**config.mk**
```make
export PLATFORM = sky130hd
export DESIGN_NAME = fsh_unit
export DESIGN_NICKNAME = d
export VERILOG_FILES = /design/src/rtl/fsh_pkg.sv /design/src/rtl/fsh_count_mask.sv /design/src/rtl/fsh_datapath.sv /design/src/rtl/fsh_flag_gen.sv /design/src/rtl/fsh_unit.sv
export SDC_FILE = /design/constraint.sdc
export NUM_CORES = 1
export LEC_CHECK = 0
export ABC_AREA = 0
export BUFFER_PORTS_ARGS = -buffer_cell sky130_fd_sc_hd__buf_2
export CAP_MARGIN = 20
export CORE_MARGIN = 3
export CORE_UTILIZATION = 35
export DETAILED_ROUTE_END_ITERATION = 10
export GPL_TIMING_DRIVEN = 0
export MAX_ROUTING_LAYER = met4
export PLACE_DENSITY = 0.63
export SLEW_MARGIN = 40
export SYNTH_ARGS = -nofsm -noshare
export SYNTH_HDL_FRONTEND = slang
export SYNTH_SLANG_ARGS = --single-unit
```
**constraint.sdc**
```tcl
create_clock -name clk -period 17.55 [get_ports clk]
set_input_delay 3.51 -clock clk [delete_from_list [all_inputs] [get_ports clk]]
set_output_delay 3.51 -clock clk [all_outputs]
set_load 0.02 [all_outputs]
```
**src/rtl/fsh_pkg.sv**
```systemverilog
package fsh_pkg;

    typedef enum logic {
        DIR_LEFT  = 1'b0,
        DIR_RIGHT = 1'b1
    } fsh_dir_e;

    // bit 5 .. bit 0
    typedef struct packed {
        logic ovf;
        logic sgn;
        logic zro;
        logic aux;
        logic par;
        logic cry;
    } fsh_flags_t;

    localparam int FLAG_W = $bits(fsh_flags_t);

    // 1 when the byte holds an even number of ones
    function automatic logic even_parity8(input logic [7:0] b);
        return ~^b;
    endfunction

endpackage

```
**src/rtl/fsh_count_mask.sv**
```systemverilog
module fsh_count_mask #(
    parameter int CNT_W = 8,
    parameter int CW    = 5
) (
    input  logic [CNT_W-1:0] cnt_i,
    output logic [CW-1:0]    eff_o,
    output logic             zero_o
);

    assign eff_o  = cnt_i[CW-1:0];
    assign zero_o = (cnt_i[CW-1:0] == '0);

    generate
        if (CNT_W > CW) begin : g_hi
            logic unused_cnt_hi;
            assign unused_cnt_hi = ^cnt_i[CNT_W-1:CW];
        end
    endgenerate

endmodule

```
**src/rtl/fsh_datapath.sv**
```systemverilog
module fsh_datapath
    import fsh_pkg::*;
#(
    parameter int W  = 16,
    parameter int CW = $clog2(2*W)
) (
    input  logic [W-1:0]  dst_i,
    input  logic [W-1:0]  src_i,
    input  logic [CW-1:0] cnt_i,
    input  fsh_dir_e      dir_i,
    output logic [W-1:0]  res_o,
    output logic          cry_o
);

    localparam int DW = 2 * W;

    logic [DW-1:0] cat_l, cat_r;
    logic [DW-1:0] sh_l, sh_r;
    logic [DW-1:0] dst_wide;
    logic [DW-1:0] cry_vec_l, cry_vec_r;
    int            c;

    assign c        = int'(cnt_i);
    assign cat_l    = {dst_i, src_i};
    assign cat_r    = {src_i, dst_i};
    assign dst_wide = {{W{1'b0}}, dst_i};

    // left: destination high, source low
    always_comb begin
        sh_l = cat_l << cnt_i;
        if (c > W) begin
            sh_l = sh_l | (dst_wide << (c - W));
        end
    end

    // right: source high, destination low
    always_comb begin
        sh_r = cat_r >> cnt_i;
        if (c > W) begin
            sh_r = sh_r | (dst_wide << (DW - c));
        end
    end

    // last bit pushed out of the destination
    always_comb begin
        cry_vec_l = '0;
        cry_vec_r = '0;
        if (c != 0) begin
            cry_vec_l = cat_l >> (DW - c);
            cry_vec_r = dst_wide >> (c - 1);
        end
    end

    always_comb begin
        if (dir_i == DIR_RIGHT) begin
            res_o = sh_r[W-1:0];
            cry_o = cry_vec_r[0];
        end else begin
            res_o = sh_l[DW-1:W];
            cry_o = cry_vec_l[0];
        end
    end

endmodule

```
**src/rtl/fsh_flag_gen.sv**
```systemverilog
module fsh_flag_gen
    import fsh_pkg::*;
#(
    parameter int W = 16
) (
    input  logic [W-1:0] res_i,
    input  logic         cry_i,
    input  fsh_dir_e     dir_i,
    input  logic         zero_cnt_i,
    input  fsh_flags_t   flags_i,
    output fsh_flags_t   flags_o,
    output logic         wr_en_o
);

    fsh_flags_t calc;

    always_comb begin
        calc.cry = cry_i;
        calc.par = even_parity8(res_i[7:0]);
        calc.aux = 1'b0;
        calc.zro = (res_i == '0);
        calc.sgn = res_i[W-1];
        if (dir_i == DIR_RIGHT) begin
            calc.ovf = res_i[W-1] ^ res_i[W-2];
        end else begin
            calc.ovf = cry_i ^ res_i[W-1];
        end
    end

    assign flags_o = zero_cnt_i ? flags_i : calc;
    assign wr_en_o = ~zero_cnt_i;

endmodule

```
**src/rtl/fsh_unit.sv**
```systemverilog
module fsh_unit
    import fsh_pkg::*;
#(
    parameter int W     = 16,
    parameter int CNT_W = 8
) (
    input  logic              clk,
    input  logic              rst,
    input  logic [W-1:0]      dst_i,
    input  logic [W-1:0]      src_i,
    input  logic [CNT_W-1:0]  cnt_i,
    input  logic              dir_right_i,
    input  logic [FLAG_W-1:0] flags_i,
    output logic [W-1:0]      result_o,
    output logic [FLAG_W-1:0] flags_o,
    output logic              wr_en_o
);

    localparam int CW = $clog2(2*W);

    logic [CW-1:0] eff_cnt;
    logic          zero_cnt;
    logic [W-1:0]  dp_res;
    logic          dp_cry;
    logic [W-1:0]  nxt_res;
    fsh_flags_t    nxt_flags;
    logic          nxt_we;
    fsh_dir_e      dir;

    logic [W-1:0]  result_q;
    fsh_flags_t    flags_q;
    logic          wr_en_q;
    logic          primed_q;

    assign dir = dir_right_i ? DIR_RIGHT : DIR_LEFT;

    fsh_count_mask #(.CNT_W(CNT_W), .CW(CW)) u_mask (
        .cnt_i  (cnt_i),
        .eff_o  (eff_cnt),
        .zero_o (zero_cnt)
    );

    fsh_datapath #(.W(W), .CW(CW)) u_dp (
        .dst_i (dst_i),
        .src_i (src_i),
        .cnt_i (eff_cnt),
        .dir_i (dir),
        .res_o (dp_res),
        .cry_o (dp_cry)
    );

    fsh_flag_gen #(.W(W)) u_flags (
        .res_i      (dp_res),
        .cry_i      (dp_cry),
        .dir_i      (dir),
        .zero_cnt_i (zero_cnt),
        .flags_i    (fsh_flags_t'(flags_i)),
        .flags_o    (nxt_flags),
        .wr_en_o    (nxt_we)
    );

    assign nxt_res = zero_cnt ? dst_i : dp_res;

    always_ff @(posedge clk) begin
        if (rst) begin
            result_q <= '0;
            flags_q  <= '0;
            wr_en_q  <= 1'b0;
            primed_q <= 1'b0;
        end else begin
            result_q <= nxt_res;
            flags_q  <= nxt_flags;
            wr_en_q  <= nxt_we;
            primed_q <= 1'b1;
        end
    end

    assign result_o = result_q;
    assign flags_o  = flags_q;
    assign wr_en_o  = wr_en_q;

    // upper count bits never suppress a commit
    a_r1_count_mask: assert property (@(posedge clk) disable iff (rst)
        (primed_q && $past(cnt_i[CW-1:0]) != '0) |-> wr_en_q);

    // zero count passes everything through
    a_r7_zero_hold: assert property (@(posedge clk) disable iff (rst)
        (primed_q && $past(cnt_i[CW-1:0]) == '0) |->
        (result_q == $past(dst_i) && flags_q == $past(flags_i) && !wr_en_q));


    a_r6_aux_clear: assert property (@(posedge clk) disable iff (rst)
        wr_en_q |-> !flags_q.aux);


    a_r6_sign_zero: assert property (@(posedge clk) disable iff (rst)
        wr_en_q |-> (flags_q.sgn == result_q[W-1] && flags_q.zro == (result_q == '0)));


    a_r4_left_ovf: assert property (@(posedge clk) disable iff (rst)
        (primed_q && wr_en_q && !$past(dir_right_i)) |->
        (flags_q.ovf == (flags_q.cry ^ result_q[W-1])));


    a_r5_right_ovf: assert property (@(posedge clk) disable iff (rst)
        (primed_q && wr_en_q && $past(dir_right_i)) |->
        (flags_q.ovf == (result_q[W-1] ^ result_q[W-2])));

endmodule

```
==> impl_metrics.env, run 1 <==
export IMPL_grt_usage_pct=37.3
export IMPL_synthArstFlopShare_pct=0
export IMPL_syn_inst=730
export IMPL_cp_max_fo=10
export IMPL_crit_arrival_ns=10.40
export IMPL_dr_pass1_iters=7
export IMPL_clockRootBuffer="clkbuf_16"
export IMPL_max_freq_mhz=97.8
export IMPL_synth_fa_ha_area_share_pct=1.49
export IMPL_synth_cell_area_sq_um=5900
export IMPL_combPwrFrac_pct=69.4
export IMPL_antenna_found_initial=0
export IMPL_syn_nets=786
export IMPL_drv_slew=0
export IMPL_hold_path_class="input port to flip-flop"
export IMPL_clockBufferDepth=2
export IMPL_cts_resized=0
export IMPL_synth_area_top_cells="mux4_2, mux2i_1, dfxtp_1"
export IMPL_synth_top_cell_area_share_pct=16.8
export IMPL_hold_slack_ns=3.46
export IMPL_initial_core_util_pct=36.5
export IMPL_yosysTopAreaCell="mux4_2"
export IMPL_drt_met1_wl_um=12800
export IMPL_synth_seq_cells=23
export IMPL_synth_most_common_cell="nand2_1"
export IMPL_synth_top_family_by_area="multiplexers"
export IMPL_fin_crit_sh_pct=58.2
export IMPL_setup_worst_path_start_class="input port"
export IMPL_area_growth_synth_to_final_pct=11.2
export IMPL_ios=72
export IMPL_routedWlPerCell_um=33.4
export IMPL_dr_total_vias=7237
export IMPL_top_layer="met4"
export IMPL_wl_met2_um=14400
export IMPL_post_cts_buffers=0
export IMPL_clk_pin_slew_ns=0.06
export IMPL_syn_avg_cell_area_sq_um=8.08
export IMPL_htreeDepth=1
export IMPL_nets=853
export IMPL_grt_ovfl_total=0
export IMPL_numCtsBuffers=3
export IMPL_synthTopCellsByCount="nand2_1, mux2i_1, nor2_1"
export IMPL_crit_type="input port to flip-flop"
export IMPL_first_iter_violations=907
export IMPL_vdd_drop_max_mv=0.0534
export IMPL_maxCapViolations=0
export IMPL_hpwlAfterDp_um=26300
export IMPL_yosysWarningCount=0
export IMPL_synthXorXnorAreaFrac_pct=1.34
export IMPL_wl_met3_um=3840
export IMPL_synth_compound_area_share_pct=24.2
export IMPL_postCtsHoldBufs=0
export IMPL_antenna_left=0
export IMPL_synth_distinct_cells=77
export IMPL_cts_tree="built"
export IMPL_die_h_um=136
export IMPL_gp_congestion=1.06
export IMPL_dieArea_sq_um=18400
export IMPL_swShare_pct=49.1
export IMPL_grt_pass1_vias=6914
export IMPL_p_int_w=0.000179
export IMPL_rsz0062_at_grt="false"
export IMPL_drc=0
export IMPL_cts_sinks=23
export IMPL_ys_seq_area_share_pct=7.81
export IMPL_hold_viol_final=0
export IMPL_rows=46
export IMPL_power_leakage_nw=2.62
export IMPL_outcome="completed"
export IMPL_drive_gt1_share_pct=25.5
export IMPL_tightest_slew_ns=0.850
export IMPL_pwr_density_cell_nw_per_um2=53.5
export IMPL_p_clk_share_pct=13.7
export IMPL_grt_pass1_wl_um=48800
export IMPL_p_switching_w=0.000172
export IMPL_dieWidth_um=136
export IMPL_grt_max_degree=14
export IMPL_setup_slack_ns=7.33
export IMPL_p_total_w=0.000351
export IMPL_relSlewSlack_pct=43.3
export IMPL_setup_violations=0
export IMPL_synth_mux_area_share_pct=38.2
export IMPL_cp_required_ns=17.73
export IMPL_seqPwrFrac_pct=17.0
export IMPL_coreArea_sq_um=16200
export IMPL_finalCriticalPeriod_ns=10.22
export IMPL_port_buffer_count=62
export IMPL_synth_ff_type="dfxtp_1"
export IMPL_cp_end_kind="flip-flop"
export IMPL_synth_edff_count=0
export IMPL_dpl_worst_slack_ns=7.33
export IMPL_fin_setup_tns_ns=0
export IMPL_yosys_area_share_simple_pct=18.8
export IMPL_drt_wl_total_um=33800
export IMPL_viasPerCell=7.14
-- cell families after synthesis --
| group | count (synthesis) |
|---|---|
| fa+ha+maj | 7 |
| compound gates | 204 |
| simple gates | 236 |
| buf+inv | 99 |
| flops | 23 |
| mux | 152 |
| xor+xnor | 9 |
-- final timing paths --
| path | from | end | slack, ns | depth (start not counted) |
|---|---|---|---|---|
| worst min-delay path | flags_i[2] | flags_o[2]$_SDFF_PP0_ | 3.46 | 2 |
| worst max-delay path | cnt_i[0] | flags_o[1]$_SDFF_PP0_ | 7.33 | 22 |
-- layout by cell type (no fill, tap or decap), drive strengths merged, types with 8 or more instances in the layout --
master / n
mux2: 35
o22ai: 16
xnor2: 8
mux4: 52
o211ai: 10
mux2i: 65
nor2b: 10
dfxtp: 23
nand3: 16
a211oi: 10
a21oi: 34
nand2b: 12
and2: 9
nor2: 57
nand2: 95
clkbuf: 41
o21ai: 39
buf: 109
inv: 12
a31oi: 12
-- power by group through the flow --
stage / clock (W) / sequential [W] / combinational (W)
4_1_cts: 0.0000485 / 0.0000596 / 0.000234
5_1_grt: 0.0000505 / 0.0000600 / 0.000253
3_3_place_gp: 0 / 0.0000605 / 0.000236
3_5_place_dp: 0 / 0.0000607 / 0.000233
2_1_floorplan: 0 / 0.0000687 / 0.000144
6_report: 0.0000481 / 0.0000595 / 0.000243
-- sequential cells by signal, summed over array words and instances, names as in the netlist --
signal / flops
flags_o: 6
result_o: 16
wr_en_o: 1
-- worst max-delay path, stage by stage --
cell and delay, ns:
buf_2 0.11, buf_4 0.18, inv_2 0.29, buf_2 0.41, buf_2 0.43, buf_1 0.66, ha_1 0.26, clkbuf_1 0.29
nand2_1 0.17, nor2_1 0.46, ha_1 0.40, or3b_2 0.51, mux2i_1 0.63, nand2_1 0.41, o31ai_1 0.35, a221o_1 0.25
o21ai_0 0.16, ha_1 0.34, xnor2_1 0.20, xnor2_1 0.14, nand2_1 0.07, a21oi_1 0.14
-- stage by stage --
stage / instance area, sq um / util (%) / instances
6_report: 6560 / 40.6 / 1013
5_1_grt: 6560 / 40.5 / 1012
4_1_cts: 6560 / 40.5 / 1012
3_5_place_dp: 6480 / 40.0 / 1008
3_3_place_gp: 6480 / 40.0 / 1008
2_1_floorplan: 5900 / - / 730
-- area by class of cell --
cell class,count,area (sq um)
antenna,1,2.50
buffer,85,432
clock buffer,3,75.1
clock inverter,1,5.00
fill,1727,9610
inverter,14,52.6
multi-input combinational,608,4950
sequential,23,460
tap,216,270
timing repair buffer,62,310
-- per-layer routing --
layer | vias to the layer above | GRT usage (%)
met3 | 179 | 7.65
met4 | 0 | 24.5
met1 | 3509 | 46.5
li1 | 2948 | -
met2 | 601 | 54.6
met5 | - | -
No activity file was read; power rests on OpenSTA's default activity.
==> run 2, diff against run 1 <==
Settings changed: PLACE_DENSITY 0.63 to 0.65.
Clock period 17.55 ns to 8.46 ns, I/O delays scaled along.
==> run 2 against run 1 <==
  * Count of clock-buffer cells in the layout grew 1
  * Combinational power is 110% higher
  * Flip-flop and latch count unchanged
  * Non-clock buffer count unchanged
  * Power up 110%
  * Sequential share of layout area is essentially flat
  * Sequential power up 110%
  * Global-route usage fell by 1.4 points
  * Design area is essentially flat
  * Critical path type unchanged
==> impl_metrics.env, run 2 (same netlist as run 1, synthesis figures left out) <==
export IMPL_first_iter_violations=1061
export IMPL_drv_slew=0
export IMPL_outcome="completed"
export IMPL_maxCapViolations=0
export IMPL_clockBufferDepth=2
export IMPL_grt_pass1_wl_um=46800
export IMPL_hpwlAfterDp_um=25300
export IMPL_crit_type="input port to flip-flop"
export IMPL_dieArea_sq_um=18400
export IMPL_cts_sinks=23
export IMPL_dpl_worst_slack_ns=0.106
export IMPL_post_cts_buffers=0
export IMPL_grt_max_degree=13
export IMPL_setup_worst_path_start_class="input port"
export IMPL_cts_resized=0
export IMPL_hold_path_class="input port to flip-flop"
export IMPL_antenna_found_initial=1
export IMPL_grt_ovfl_total=0
export IMPL_nets=853
export IMPL_dr_pass1_iters=6
export IMPL_cp_required_ns=8.63
export IMPL_drive_gt1_share_pct=25.5
export IMPL_port_buffer_count=62
export IMPL_cp_end_kind="flip-flop"
export IMPL_rsz0062_at_grt="false"
export IMPL_antenna_left=0
export IMPL_viasPerCell=7.01
export IMPL_die_h_um=136
export IMPL_htreeDepth=1
export IMPL_grt_pass1_vias=6720
export IMPL_ios=72
export IMPL_relSlewSlack_pct=42.6
export IMPL_numCtsBuffers=3
export IMPL_dieWidth_um=136
export IMPL_fin_setup_tns_ns=0
export IMPL_fillers=1721
export IMPL_whs_endpoint="flags_o[2]$_SDFF_PP0_"
export IMPL_grt_usage_pct=35.9
export IMPL_cts_tree="built"
export IMPL_power_leakage_nw=2.61
export IMPL_cp_max_fo=10
export IMPL_crit_arrival_ns=8.56
export IMPL_setup_slack_ns=0.0743
export IMPL_hold_viol_final=0
export IMPL_slowest_stage="buf_1"
export IMPL_postPlaceCellArea_sq_um=6480
export IMPL_postCtsHoldBufs=0
export IMPL_finish_instance_area_sq_um=6570
export IMPL_worstHoldStart="flags_i[2]"
export IMPL_initial_core_util_pct=36.5
export IMPL_coreArea_sq_um=16200
export IMPL_pwr_density_cell_nw_per_um2=110
export IMPL_max_freq_mhz=119
export IMPL_setup_violations=0
export IMPL_routedWlPerCell_um=32.5
export IMPL_multi_input_area_sq_um=4960
export IMPL_finalCriticalPeriod_ns=8.39
export IMPL_worstHoldPathCells=2
export IMPL_area_growth_synth_to_final_pct=11.4
export IMPL_gp_congestion=1.09
export IMPL_vdd_drop_max_mv=0.121
export IMPL_final_util_pct=40.6
export IMPL_drc=0
export IMPL_clk_pin_slew_ns=0.05
export IMPL_rows=46
export IMPL_layout_common_cells="nand2_1, buf_2, mux2i_1"
export IMPL_crit_path_cell_trace="buf_2 -> buf_4 -> inv_2 -> buf_2 -> buf_2 -> buf_1 -> ha_1 -> clkbuf_1 -> nand2_1 -> nor2_1 -> ha_1 -> or3b_2 -> mux2i_1 -> nand2_1 -> o31ai_1 -> a221o_1 -> o21ai_0 -> ha_1 -> xnor2_1 -> xnor2_1 -> nand2_1 -> a21oi_1"
export IMPL_final_common_cell="nand2_1"
export IMPL_fin_crit_sh_pct=99.1
export IMPL_slowest_delay_ns=0.64
export IMPL_seq_area_sq_um=460
export IMPL_dr_total_vias=7099
export IMPL_clockRootBuffer="clkbuf_16"
export IMPL_largest_reg_flops=16
export IMPL_tightest_slew_ns=0.860
export IMPL_drt_wl_total_um=33000
==> run 2: worst max-delay path by stage <==
stage,to,cells past startpoint,startpoint
floorplan,flags_o[1]$_SDFF_PP0_,21,cnt_i[0]
global placement,flags_o[1]$_SDFF_PP0_,22,cnt_i[0]
detailed placement,flags_o[1]$_SDFF_PP0_,22,cnt_i[0]
CTS,flags_o[1]$_SDFF_PP0_,22,cnt_i[0]
global route,flags_o[1]$_SDFF_PP0_,22,cnt_i[0]
finish,flags_o[1]$_SDFF_PP0_,22,cnt_i[0]
==> run 2: metal layers <==
layer / global-route usage, % / wire length (um) / vias up
met5: - / 0 / -
met4: 18.6 / 2180 / 0
met3: 6.61 / 3890 / 123
met2: 53.6 / 14000 / 629
met1: 46.4 / 12900 / 3397
li1: - / - / 2950
==> run 2: final cells by class <==
class / instances / area share, %
diodes: 1 / 0.0381
plain buffers: 85 / 6.58
clock buffers: 4 / 1.20
inverters: 14 / 0.800
multi-input cells: 608 / 75.5
flip-flops and latches: 23 / 7.01
well taps: 216 / 4.12
repair buffers: 62 / 4.73
==> run 2: worst max-delay path, delay by kind of cell <==
| kind | cells | cell delay [ns] |
|---|---|---|
| AOI/OAI and AO/OA | 4 | 0.97 |
| xor gates and xnor gates | 2 | 0.35 |
| adders and majority gates | 3 | 0.96 |
| buffers and inverters | 7 | 2.37 |
| muxes | 1 | 0.61 |
| and+or+nand+nor | 5 | 1.57 |
==> run 2: power breakdown <==
| part | internal [W] | leakage [nW] | switching (W) | total (W) |
|---|---|---|---|---|
| combinational | 0.000186 | 2.38 | 0.000317 | 0.000503 |
| sequential | 0.000121 | 0.191 | 0.00000250 | 0.000123 |
| clock | 0.0000641 | 0.0382 | 0.0000339 | 0.0000980 |
| total | 0.000371 | 2.61 | 0.000353 | 0.000725 |
==> run 2: through the flow <==
stage | hold WS, ns | total power (W) | std cells
after floorplan | 1.79 | 0.000441 | 730
after global routing | 1.66 | 0.000748 | 1013
final | 1.64 | 0.000725 | 1013
after detailed placement | 1.90 | 0.000605 | 1008
after global placement | 1.90 | 0.000610 | 1008
after CTS | 1.65 | 0.000703 | 1012
